`src/rtl/bcd_alarm_pkg.sv`:
```
package bcd_alarm_pkg;

  localparam int BYTE_W   = 8;
  localparam int N_FIELDS = 4;
  localparam int SEL_W    = $clog2(N_FIELDS);

  localparam logic [SEL_W-1:0] SEL_SEC  = 2'd0;
  localparam logic [SEL_W-1:0] SEL_MIN  = 2'd1;
  localparam logic [SEL_W-1:0] SEL_HOUR = 2'd2;
  localparam logic [SEL_W-1:0] SEL_DATE = 2'd3;

  typedef enum logic [2:0] {
    RPT_MONTH  = 3'd0,
    RPT_DAY    = 3'd1,
    RPT_HOUR   = 3'd2,
    RPT_MINUTE = 3'd3,
    RPT_SECOND = 3'd4
  } rpt_e;

  typedef logic [N_FIELDS-1:0][BYTE_W-1:0] field_vec_t;

  // bits of a field that take part in range checks and compares
  function automatic logic [BYTE_W-1:0] value_bits(input logic [SEL_W-1:0] sel);
    if (sel == SEL_SEC || sel == SEL_MIN) return 8'h7F;
    return 8'h3F;
  endfunction

  function automatic int unsigned bcd_to_int(input logic [BYTE_W-1:0] b);
    return 32'(b[7:4]) * 10 + 32'(b[3:0]);
  endfunction

  function automatic logic field_ok(input logic [SEL_W-1:0] sel,
                                    input logic [BYTE_W-1:0] data);
    logic [BYTE_W-1:0] v;
    int unsigned       n;
    v = data & value_bits(sel);
    n = bcd_to_int(v);
    if (v[3:0] > 4'd9) return 1'b0;
    case (sel)
      SEL_SEC, SEL_MIN: return n <= 59;
      SEL_HOUR:         return n <= 23;
      default:          return (n >= 1) && (n <= 31);
    endcase
  endfunction

endpackage

```
`src/rtl/alarm_regs.sv`:
```
module alarm_regs
  import bcd_alarm_pkg::*;
(
  input  logic              clk,
  input  logic              rst_n,
  input  logic              wr_en,
  input  logic [SEL_W-1:0]  wr_sel,
  input  logic [BYTE_W-1:0] wr_data,
  output field_vec_t        regs_q,
  output logic              wr_accept
);

  assign wr_accept = wr_en && field_ok(wr_sel, wr_data);

  for (genvar i = 0; i < N_FIELDS; i++) begin : g_field
    always_ff @(posedge clk) begin
      if (!rst_n)
        regs_q[i] <= '0;
      else if (wr_accept && wr_sel == SEL_W'(i))
        regs_q[i] <= wr_data;
    end

    // an accepted write to this field lands as the full byte
    assert_accept_store_R2 : assert property (@(posedge clk) disable iff (!rst_n)
      (wr_accept && wr_sel == SEL_W'(i)) |=> (regs_q[i] == $past(wr_data)));
  end

  // a rejected write leaves every byte where it was
  assert_reject_hold_R6 : assert property (@(posedge clk) disable iff (!rst_n)
    (wr_en && !wr_accept) |=> $stable(regs_q));

endmodule

```
`src/rtl/alarm_match.sv`:
```
module alarm_match
  import bcd_alarm_pkg::*;
(
  input  field_vec_t        regs_q,
  input  field_vec_t        now,
  output rpt_e              rpt,
  output logic [N_FIELDS-1:0] field_eq,
  output logic              hit
);

  for (genvar i = 0; i < N_FIELDS; i++) begin : g_cmp
    localparam logic [BYTE_W-1:0] VMASK = value_bits(SEL_W'(i));
    assign field_eq[i] = (regs_q[i] & VMASK) == (now[i] & VMASK);
  end

  logic [N_FIELDS-1:0] dont_care;
  for (genvar i = 0; i < N_FIELDS; i++) begin : g_mask
    assign dont_care[i] = regs_q[i][BYTE_W-1];
  end

  // cascade of masks ordered date, hour, minute, second
  always_comb begin
    case ({dont_care[SEL_DATE], dont_care[SEL_HOUR], dont_care[SEL_MIN], dont_care[SEL_SEC]})
      4'b0000: rpt = RPT_MONTH;
      4'b1000: rpt = RPT_DAY;
      4'b1100: rpt = RPT_HOUR;
      4'b1110: rpt = RPT_MINUTE;
      default: rpt = RPT_SECOND;
    endcase
  end

  always_comb begin
    case (rpt)
      RPT_MONTH:  hit = &field_eq;
      RPT_DAY:    hit = field_eq[SEL_SEC] & field_eq[SEL_MIN] & field_eq[SEL_HOUR];
      RPT_HOUR:   hit = field_eq[SEL_SEC] & field_eq[SEL_MIN];
      RPT_MINUTE: hit = field_eq[SEL_SEC];
      default:    hit = 1'b1;
    endcase
  end

endmodule

```
`src/rtl/bcd_alarm_cmp.sv`:
```
module bcd_alarm_cmp
  import bcd_alarm_pkg::*;
(
  input  logic       clk,
  input  logic       rst_n,
  input  logic       wr_en,
  input  logic [1:0] wr_sel,
  input  logic [7:0] wr_data,
  input  logic       tick,
  input  logic [7:0] cur_sec,
  input  logic [7:0] cur_min,
  input  logic [7:0] cur_hour,
  input  logic [7:0] cur_date,
  output logic       irq
);

  field_vec_t          regs_q;
  field_vec_t          now;
  logic                wr_accept;
  rpt_e                rpt;
  logic [N_FIELDS-1:0] field_eq;
  logic                hit;
  logic                fire;

  assign now[SEL_SEC]  = cur_sec;
  assign now[SEL_MIN]  = cur_min;
  assign now[SEL_HOUR] = cur_hour;
  assign now[SEL_DATE] = cur_date;

  alarm_regs u_regs (
    .clk       (clk),
    .rst_n     (rst_n),
    .wr_en     (wr_en),
    .wr_sel    (wr_sel),
    .wr_data   (wr_data),
    .regs_q    (regs_q),
    .wr_accept (wr_accept)
  );

  alarm_match u_match (
    .regs_q   (regs_q),
    .now      (now),
    .rpt      (rpt),
    .field_eq (field_eq),
    .hit      (hit)
  );

  assign fire = tick & hit;

  always_ff @(posedge clk) begin
    if (!rst_n) irq <= 1'b0;
    else        irq <= fire;
  end

  // a pulse only ever follows a tick cycle
  assert_tick_gate_R12 : assert property (@(posedge clk) disable iff (!rst_n)
    irq |-> $past(tick));

  // the every-tick pattern never misses a tick
  assert_every_tick_R11 : assert property (@(posedge clk) disable iff (!rst_n)
    (tick && rpt == RPT_SECOND) |=> irq);

  // monthly repeat needs every field to agree
  assert_month_full_R7 : assert property (@(posedge clk) disable iff (!rst_n)
    (tick && rpt == RPT_MONTH && !field_eq[SEL_DATE]) |=> !irq);

endmodule

```
`config.mk`:
```
export PLATFORM = sky130hd
export DESIGN_NAME = bcd_alarm_cmp
export DESIGN_NICKNAME = d
export VERILOG_FILES = /design/src/rtl/bcd_alarm_pkg.sv /design/src/rtl/alarm_regs.sv /design/src/rtl/alarm_match.sv /design/src/rtl/bcd_alarm_cmp.sv
export SDC_FILE = /design/constraint.sdc
export NUM_CORES = 1
export LEC_CHECK = 0
export BUFFER_PORTS_ARGS = -buffer_cell sky130_fd_sc_hd__buf_2
export CAP_MARGIN = 20
export CORE_UTILIZATION = 30
export DETAILED_ROUTE_END_ITERATION = 12
export GPL_TIMING_DRIVEN = 0
export PLACE_DENSITY = 0.61
export SYNTH_ARGS = -nofsm -noshare
export SYNTH_HDL_FRONTEND = slang
export SYNTH_HIERARCHICAL = 1
export SYNTH_SLANG_ARGS = --single-unit
```
`constraint.sdc`:
```
create_clock -name clk -period 2.9 [get_ports clk]
set_input_delay 0.58 -clock clk [delete_from_list [all_inputs] [get_ports clk]]
set_output_delay 0.58 -clock clk [all_outputs]
set_load 0.05 [all_outputs]
```
==> reports/qor.txt, run 1 <==
outcome - finished clean
RSZ-0062 raised after global routing - no
Final nets - 289
Longest Clk Path Bufs - 2
height of the die - 78.3 um
Synth Area per Inst - 9.44 um2
Initial Utilization - 0.313
critical path fanouts, max - 8
mapped cell area - 1750 um2
GPL Wtd Cong - 0.777
commonest non-fill, non-tap cell in the layout - buf_2
Remaining Overflow, GRT - 0
HP Class - flip-flop to flip-flop
max cap viols - 0
commonest cells after routing, fill and taps aside - buf_2 (42), nand2_1 (35), dfxtp_1 (31)
Gate Count Post-Synth - 185
clk slew on worst S/H paths - 0.06 ns
# diodes - 0
first-pass GRT wire length - 6.35 mm
CP Data Arrival Time - 2.86 ns
CP max stage delay - 0.35 ns
critical path required time - 3.05 ns
critical path's top delay family - simple AND/OR/NAND/NOR gates
row count - 27
startpoint types - input port
CTS Hold Bufs - 0
CTS tree - built
Worst Tran Pin Value - 0.466 ns
Root Buffer - clkbuf_8
Leak - 0.938 nW
clk_lat worst skew - 0.27 ns
post-layout minimum cycle time - 2.72 ns
share of layout cells above drive strength 1 - 0.292
Period Utilization, post-route - 0.936
Port Buffers - 40
multi-input combinational cell area - 1120 um2
Area Growth Syn to Fin - 25.9%
final wirelength - 3.89 mm
die area - 6130 um2
core area - 5570 um2
Avg Vias per Cell - 4.69
Final setup viols - 0
# H-tree levels - 2
number of antenna-violating nets in the routed design - 0
CP max stage cell - or3b_1
number of buffers and inverters on the critical path - 2
Finished Core Util - 0.395
Syn Nets - 239
via count - 1,446
reg-to-reg slack, setup - 1.58 ns
crit-path cells - buf_2 > nor2b_2 > ha_4 > ha_4 > nand3_1 > a21oi_2 > mux2i_2 > o31ai_2 > or3b_1 > clkbuf_4 > mux2i_1
CTS Buf Count - 5
Post-DP HPWL - 3.05 mm
Storage cell area - 621 um2
Fillers - 600
critical path class - input port to flip-flop
Max IR drop VDD - 0.260 mV
Relative slew margins - 0.689
CP Capture Type - flip-flop
DR pass1 iterations - 4
io pins - 47
Ys Warns - 6
Highest Clock Rate - 368 MHz
Top cell by count, worst path - ha_4
initial antenna violation count - 0
Power per Cell Area - 449 nW/um2
skew final - 0.00234 ns
Die X - 78.3 um
average wire per standard cell - 12.6 um
Final Hold Vio Count - 0
clock sink total - 31
largest net degree at the start of global routing - 11
total power - 0.988 mW
Slew Limit Fails - 0
number of global-route vias before repair - 1,373
initial DRC count - 23
total track usage - 0.135
DRC - 0
## report_power, final
| part | internal, mW | switching (mW) |
|---|---|---|
| registers | 0.438 | 0.00804 |
| clock network | 0.216 | 0.145 |
| logic | 0.0846 | 0.0964 |
## sequential cells by signal, summed over array words and instances (netlist names)
signal         cells
u_regs/regs_q     30
irq                1
## worst reg2reg max path, stage by stage (launching register included)
cell	delay, ns
dfxtp_1	0.32
xnor2_1	0.16
nand4_1	0.14
nor3_2	0.21
o21ai_1	0.10
a22oi_2	0.19
and3_1	0.16
## area by class of cell
type,instances,share of cell area
Buffer,7,0.0205
Clock buffer,8,0.0455
Multi-Input combinational cell,147,0.510
Sequential cell,31,0.282
Tap cell,72,0.0410
Timing Repair Buffer,43,0.101
## stage by stage
step | instances | area, um2 | setup TNS, ns | setup WS (ns) | hold WS [ns]
2_1_floorplan | 185 | 1750 | 0 | 0.123 | 0.446
3_3_place_gp | 297 | 2040 | -5.36 | -0.297 | 0.457
3_5_place_dp | 297 | 2040 | -6.51 | -0.345 | 0.465
4_1_cts | 305 | 2140 | 0 | 0.0284 | 0.473
5_1_grt | 308 | 2200 | 0 | 0.0229 | 0.487
6_report | 308 | 2200 | 0 | 0.184 | 0.469
## final timing paths
kind / from / end / cells after the start
setup / recovery: wr_sel[1] / u_regs/regs_q[8] / 11
hold / removal: u_regs/regs_q[1] / u_regs/regs_q[1] / 2
setup reg to reg: u_regs/regs_q[17] / irq / 6
hold reg to reg: u_regs/regs_q[1] / u_regs/regs_q[1] / 2
## timing repair
item | CTS | global route
pin swaps | 1 | 3
setup buffers | 0 | 3
gates resized for setup | 0 | 6
setup endpoints to repair | 7 | 30
## metal layers
layer	global-route usage	share of wire	vias up
met5	0	0	-
li1	-	-	743
met3	0.0302	0.042	2
met1	0.177	0.49	667
met2	0.222	0.46	34
met4	0.0389	0.0075	0
Note: power is estimated with default switching activity, not from simulation.
==> run 2, diff against run 1 <==
--- a/config.mk
+++ b/config.mk
@@ -11,6 +11,7 @@
 export DETAILED_ROUTE_END_ITERATION = 12
 export GPL_TIMING_DRIVEN = 0
 export PLACE_DENSITY = 0.61
+export SETUP_SLACK_MARGIN = 0.4
 export SYNTH_ARGS = -nofsm -noshare
 export SYNTH_HDL_FRONTEND = slang
 export SYNTH_HIERARCHICAL = 1
==> run 2 against run 1 <==
Net effect: final area is 8.0% higher; clock power up 1%; non-clock buffer count grew 3; utilization is 3.2 points higher; largest cell class unchanged; cell count rose by 0.97%; register-to-register slack about the same; first-iteration DRC count up 120%; sequential power barely moved; global-route usage is 0.49 points higher.
==> reports/qor.txt, run 2 (same netlist as run 1, synthesis figures left out) <==
first-pass GRT wire length - 6.49 mm (+2.2%)
post-layout minimum cycle time - 2.55 ns (-0.164 ns)
commonest non-fill, non-tap cell in the layout - buf_2
Period Utilization, post-route - 0.880 (-0.0565)
Max IR drop VDD - 0.154 mV (-41%)
GPL Wtd Cong - 0.786 (+1.2%)
startpoint types - input port
Highest Clock Rate - 392 MHz (+6.4%)
Final nets - 292 (+1.0%)
setup ws final - 0.348 ns (+0.164 ns)
# H-tree levels - 2 (unchanged)
io pins - 47 (unchanged)
Relative slew margins - 0.666 (-0.0230)
Initial Utilization - 0.313 (unchanged)
Worst Tran Pin Value - 0.501 ns (+0.0345 ns)
Largest Register - u_regs/regs_q
clock sink total - 31 (unchanged)
WHS - 0.473 ns (+0.00315 ns)
DP Worst Slack - -0.0407 ns (+0.304 ns)
CTS Buf Count - 5 (unchanged)
clk_lat worst skew - 0.28 ns (about the same)
share of layout cells above drive strength 1 - 0.351 (+0.0591)
Final Instance Count excl. Fillers - 311 (+0.97%)
die area - 6130 um2 (unchanged)
outcome - finished clean
Final setup viols - 0 (unchanged)
Leak - 0.985 nW (+5.0%)
DRC - 0 (unchanged)
row count - 27 (unchanged)
core area - 5570 um2 (unchanged)
initial DRC count - 50 (+120%)
crit-path cells - buf_2 > ha_2 > fa_2 > a21oi_2 > nand4_1 > mux2i_4 > o31ai_4 > or3b_4 > buf_8 > mux2i_1
critical path required time - 3.06 ns (about the same)
multi-input combinational cell area - 1240 um2 (+11%)
Longest Clk Path Bufs - 2 (unchanged)
Placed Cells incl. Taps - 297 (unchanged)
CP max stage delay - 0.42 ns (+0.07 ns)
clk slew on worst S/H paths - 0.06 ns (about the same)
critical path's top delay family - adder cells
max reg flops - 30 (unchanged)
critical path fanouts, max - 8 (unchanged)
Area Growth Syn to Fin - 36.0%
commonest cells after routing, fill and taps aside - buf_2 (39), nand2_1 (34), dfxtp_1 (31)
DR pass1 iterations - 4 (unchanged)
initial antenna violation count - 0 (unchanged)
number of buffers and inverters on the critical path - 2 (unchanged)
CTS Hold Bufs - 0 (unchanged)
Remaining Overflow, GRT - 0 (unchanged)
Fillers - 560 (-6.7%)
max cap viols - 0 (unchanged)
HP Class - flip-flop to flip-flop
average wire per standard cell - 13.5 um (+6.6%)
via count - 1,466 (+1.4%)
reg-to-reg slack, setup - 1.57 ns (about the same)
Slew Limit Fails - 0 (unchanged)
skew final - 0.00291 ns (+0.000570 ns)
Storage cell area - 621 um2 (unchanged)
Layout Cell Area excl Fill - 2380 um2 (+8.0%)
Post-DP HPWL - 3.09 mm (+1.2%)
RSZ-0062 raised after global routing - yes
CP Capture Type - flip-flop
top flop regs - u_regs/regs_q (30), irq (1)
Die X - 78.3 um (unchanged)
Finished Core Util - 0.426 (+0.0317)
# diodes - 0 (unchanged)
CTS tree - built
CP max stage cell - or3b_4
Avg Vias per Cell - 4.71 (+0.41%)
Root Buffer - clkbuf_8
Port Buffers - 40 (unchanged)
largest net degree at the start of global routing - 11 (unchanged)
number of global-route vias before repair - 1,443 (+5.1%)
height of the die - 78.3 um (unchanged)
CP Data Arrival Time - 2.71 ns (-0.15 ns)
Final Hold Vio Count - 0 (unchanged)
number of antenna-violating nets in the routed design - 0 (unchanged)
critical path class - input port to flip-flop
Post-DP Area - 2120 um2 (+4.0%)
Power per Cell Area - 437 nW/um2 (-2.7%)
total track usage - 0.140 (+0.00487)
final wirelength - 4.19 mm (+7.7%)
## run 2: cell types whose count changed in the layout (fill, tap and decap cells not counted), moves of 2 or more
cell / change
buf_8: +2
buf_2: -3
buf_6: +2
a21oi_1: -2
ha_1: -4
a21oi_4: +2
buf_4: +3
ha_4: +3
## run 2: area by class of cell
| class | instances | share of cell area |
|---|---|---|
| timing repair buffer | 46 | 0.110 |
| tap | 72 | 0.0379 |
| multi-input combinational | 147 | 0.524 |
| clock buffer | 8 | 0.0421 |
| sequential | 31 | 0.261 |
| buffer | 7 | 0.0247 |
## run 2: layer usage
layer,global-route usage,vias up,share of wire
met5,0,-,0
met4,0.0556,0,0.021
met3,0.0326,7,0.042
met2,0.248,34,0.48
met1,0.162,671,0.45
li1,-,754,-
## run 2: repair_timing
action	CTS	global route
pin swaps	5	6
buffers inserted	4	2
endpoints found under the setup margin	30	30
resized for setup	8	12
## run 2: worst paths after layout
kind	from	end	cells past startpoint
setup / recovery	wr_data[1]	u_regs/regs_q[8]	10
hold / removal	u_regs/regs_q[27]	u_regs/regs_q[27]	2
setup reg to reg	u_regs/regs_q[17]	irq	6
hold reg to reg	u_regs/regs_q[27]	u_regs/regs_q[27]	2
## run 2: report_power, final
part | switching (mW) | leakage, nW | internal [mW] | total (mW)
clock network | 0.151 | 0.0515 | 0.216 | 0.367
logic | 0.115 | 0.683 | 0.110 | 0.225
registers | 0.00820 | 0.251 | 0.438 | 0.446
## run 2: per-stage QoR
stage | power (mW) | TNS (ns)
floorplan | 0.580 | 0
detailed placement | 0.644 | -0.394
global route | 1.09 | 0
finish | 1.04 | 0
global placement | 0.640 | -0.367
CTS | 1.03 | 0
## run 2: worst reg2reg max path, stage by stage (launching register included)
cell     delay [ns]
dfxtp_1        0.36
xnor2_1        0.13
nand4_1        0.13
nor3_2         0.21
o21ai_1        0.12
a22oi_2        0.19
and3_1         0.15
==> run 3, diff against run 2 <==
==> constraint.sdc (replaced) <==
create_clock -name clk -period 2.1 [get_ports clk]
set_input_delay 0.42 -clock clk [delete_from_list [all_inputs] [get_ports clk]]
set_output_delay 0.42 -clock clk [all_outputs]
set_load 0.05 [all_outputs]
==> run 3 against run 2 <==
Net effect: the flow now finishes with violations (setup timing); register-to-register slack worse by 0.81 ns; sequential share of layout area down 0.81 points; non-clock buffer count up 5; routed wire length down 0.33%; final area up 3.2%; combinational power up 48%; via count up 1.4%; total power up 35%; critical endpoint is now u_regs/regs_q[9]; die area unchanged.
==> reports/qor.txt, run 3 (same netlist as run 1, synthesis figures left out) <==
first-pass GRT wire length - 6.56 mm (+0.97%)
max reg flops - 30 (unchanged)
Avg Vias per Cell - 4.72 (+0.14%)
io pins - 47 (unchanged)
top flop regs - u_regs/regs_q (30), irq (1)
setup ws final - -0.274 ns (-0.622 ns)
Highest Clock Rate - 421 MHz
Worst Hold End - irq
commonest cells after routing, fill and taps aside - buf_2 (39), nand2_1 (34), dfxtp_1 (31)
Remaining Overflow, GRT - 0 (unchanged)
Clk pwr share - 0.325 (-0.029)
failing checks - setup timing
skew final - 0.00253 ns (-0.000378 ns)
NetSw - 0.380 mW (+38%)
critical path class - input port to flip-flop
reg-to-reg slack, setup - 0.76 ns (-0.81 ns)
FF-to-FF Start - u_regs/regs_q[17]
final wirelength - 4.18 mm (-0.33%)
DR pass1 iterations - 4 (unchanged)
largest net degree at the start of global routing - 11 (unchanged)
via count - 1,487 (+1.4%)
CTS Hold Bufs - 0 (unchanged)
Comb pwr share - 0.237 (+0.020)
Seq pwr share - 0.438 (+0.008)
sw frac - 0.270 (+0.00549)
CP Capture Type - flip-flop
DRC - 0 (unchanged)
initial antenna violation count - 0 (unchanged)
Largest Register - u_regs/regs_q
Area Growth Syn to Fin - 40.4%
Max IR drop VDD - 0.237 mV (+54%)
clk slew on worst S/H paths - 0.06 ns (about the same)
number of global-route vias before repair - 1,428 (-1.0%)
CTS tree - built
# diodes - 0 (unchanged)
Die X - 78.3 um (unchanged)
RSZ-0062 raised after global routing - yes
Final nets - 297 (+1.7%)
internal power - 1.03 mW (+34%)
outcome - finished, violations left
Relative slew margins - 0.618 (-0.0480)
GPL Wtd Cong - 0.806 (+2.4%)
HP Class - input port to flip-flop
R2R Path End - irq
CTS Buf Count - 5 (unchanged)
commonest non-fill, non-tap cell in the layout - buf_2
Port Buffers - 40 (unchanged)
number of antenna-violating nets in the routed design - 0 (unchanged)
critical path fanouts, max - 8 (unchanged)
cells on worst reg2reg path - 6 (unchanged)
initial DRC count - 59 (+18%)
Longest Clk Path Bufs - 2 (unchanged)
Post-DP HPWL - 3.06 mm (-0.89%)
Slew Limit Fails - 0 (unchanged)
Power per Cell Area - 573 nW/um2 (+31%)
Final Hold Vio Count - 0 (unchanged)
Period Utilization, post-route - 1.13
Worst Tran Pin Value - 0.569 ns (+0.0679 ns)
clock sink total - 31 (unchanged)
height of the die - 78.3 um (unchanged)
total power - 1.41 mW (+35%)
post-layout minimum cycle time - 2.37 ns
CP Data Arrival Time - 2.53 ns (-0.18 ns)
Leak - 1.00 nW (+1.9%)
total track usage - 0.140 (-0.000212)
# H-tree levels - 2 (unchanged)
Initial Utilization - 0.313 (unchanged)
hold_sp - tick
Root Buffer - clkbuf_8
die area - 6130 um2 (unchanged)
Final setup viols - 30 (+30)
critical path required time - 2.25 ns (-0.81 ns)
cell depth of the worst min-delay path - 2 (unchanged)
row count - 27 (unchanged)
Final TNS setup - -6.30 ns (-6.30 ns)
startpoint types - input port
clk_lat worst skew - 0.27 ns (about the same)
core area - 5570 um2 (unchanged)
average wire per standard cell - 13.3 um (-1.6%)
max cap viols - 0 (unchanged)
share of layout cells above drive strength 1 - 0.391 (+0.0395)
Finished Core Util - 0.440 (+0.0137)
[run 3: worst max path at each step]
stage	startpoint	endpoint	slack (ns)	depth (start not counted)
after CTS	wr_sel[1]	u_regs/regs_q[9]	-0.28	11
after global placement	wr_sel[1]	u_regs/regs_q[21]	-0.67	11
final	wr_sel[1]	u_regs/regs_q[9]	-0.27	11
after detailed placement	wr_data[1]	u_regs/regs_q[24]	-0.67	9
after global routing	wr_data[1]	u_regs/regs_q[8]	-0.34	10
after floorplan	wr_data[6]	u_regs/regs_q[10]	-0.37	11
[run 3: power by group through the flow]
stage,clock network [mW],registers [mW],logic (mW)
4_1_cts,0.475,0.616,0.278
5_1_grt,0.496,0.619,0.362
2_1_floorplan,0,0.627,0.174
3_3_place_gp,0,0.629,0.255
6_report,0.457,0.616,0.333
3_5_place_dp,0,0.629,0.259
[run 3: critical path, cell delays in order]
cell	delay (ns)
buf_8	0.10
nor2b_4	0.13
ha_4	0.23
ha_4	0.29
nand3_4	0.07
a21oi_2	0.16
mux2i_2	0.32
o31ai_4	0.12
or3b_1	0.40
buf_6	0.16
mux2i_1	0.11
[run 3: metal layers]
| metal | GRT usage | wire length, um | vias up |
|---|---|---|---|
| met4 | 0.0500 | 29 | 0 |
| met3 | 0.0256 | 152 | 2 |
| met5 | 0 | 0 | - |
| met1 | 0.174 | 1920 | 689 |
| li1 | - | - | 762 |
| met2 | 0.240 | 2080 | 34 |
[run 3: metrics by stage]
stage	cells	worst slack (ns)	cell area (um2)	hold slack [ns]
after floorplan	185	-0.371	1830	0.446
after global placement	297	-0.672	2120	0.459
after detailed placement	297	-0.672	2120	0.461
after CTS	309	-0.280	2290	0.368
after global routing	315	-0.342	2450	0.387
final	315	-0.274	2450	0.375
[run 3: cell type report]
class	instances	area [um2]
clock inverters	1	5.00
plain buffers	7	62.6
multi-input cells	147	1280
fillers	553	3120
clock buffers	6	82.6
flip-flops and latches	31	621
repair buffers	51	310
well taps	72	90.1
[run 3: what timing repair did]
action,in CTS,in global routing
gates resized for setup,9,27
buffers inserted,5,6
pin swaps,5,5
setup endpoints to repair,30,30
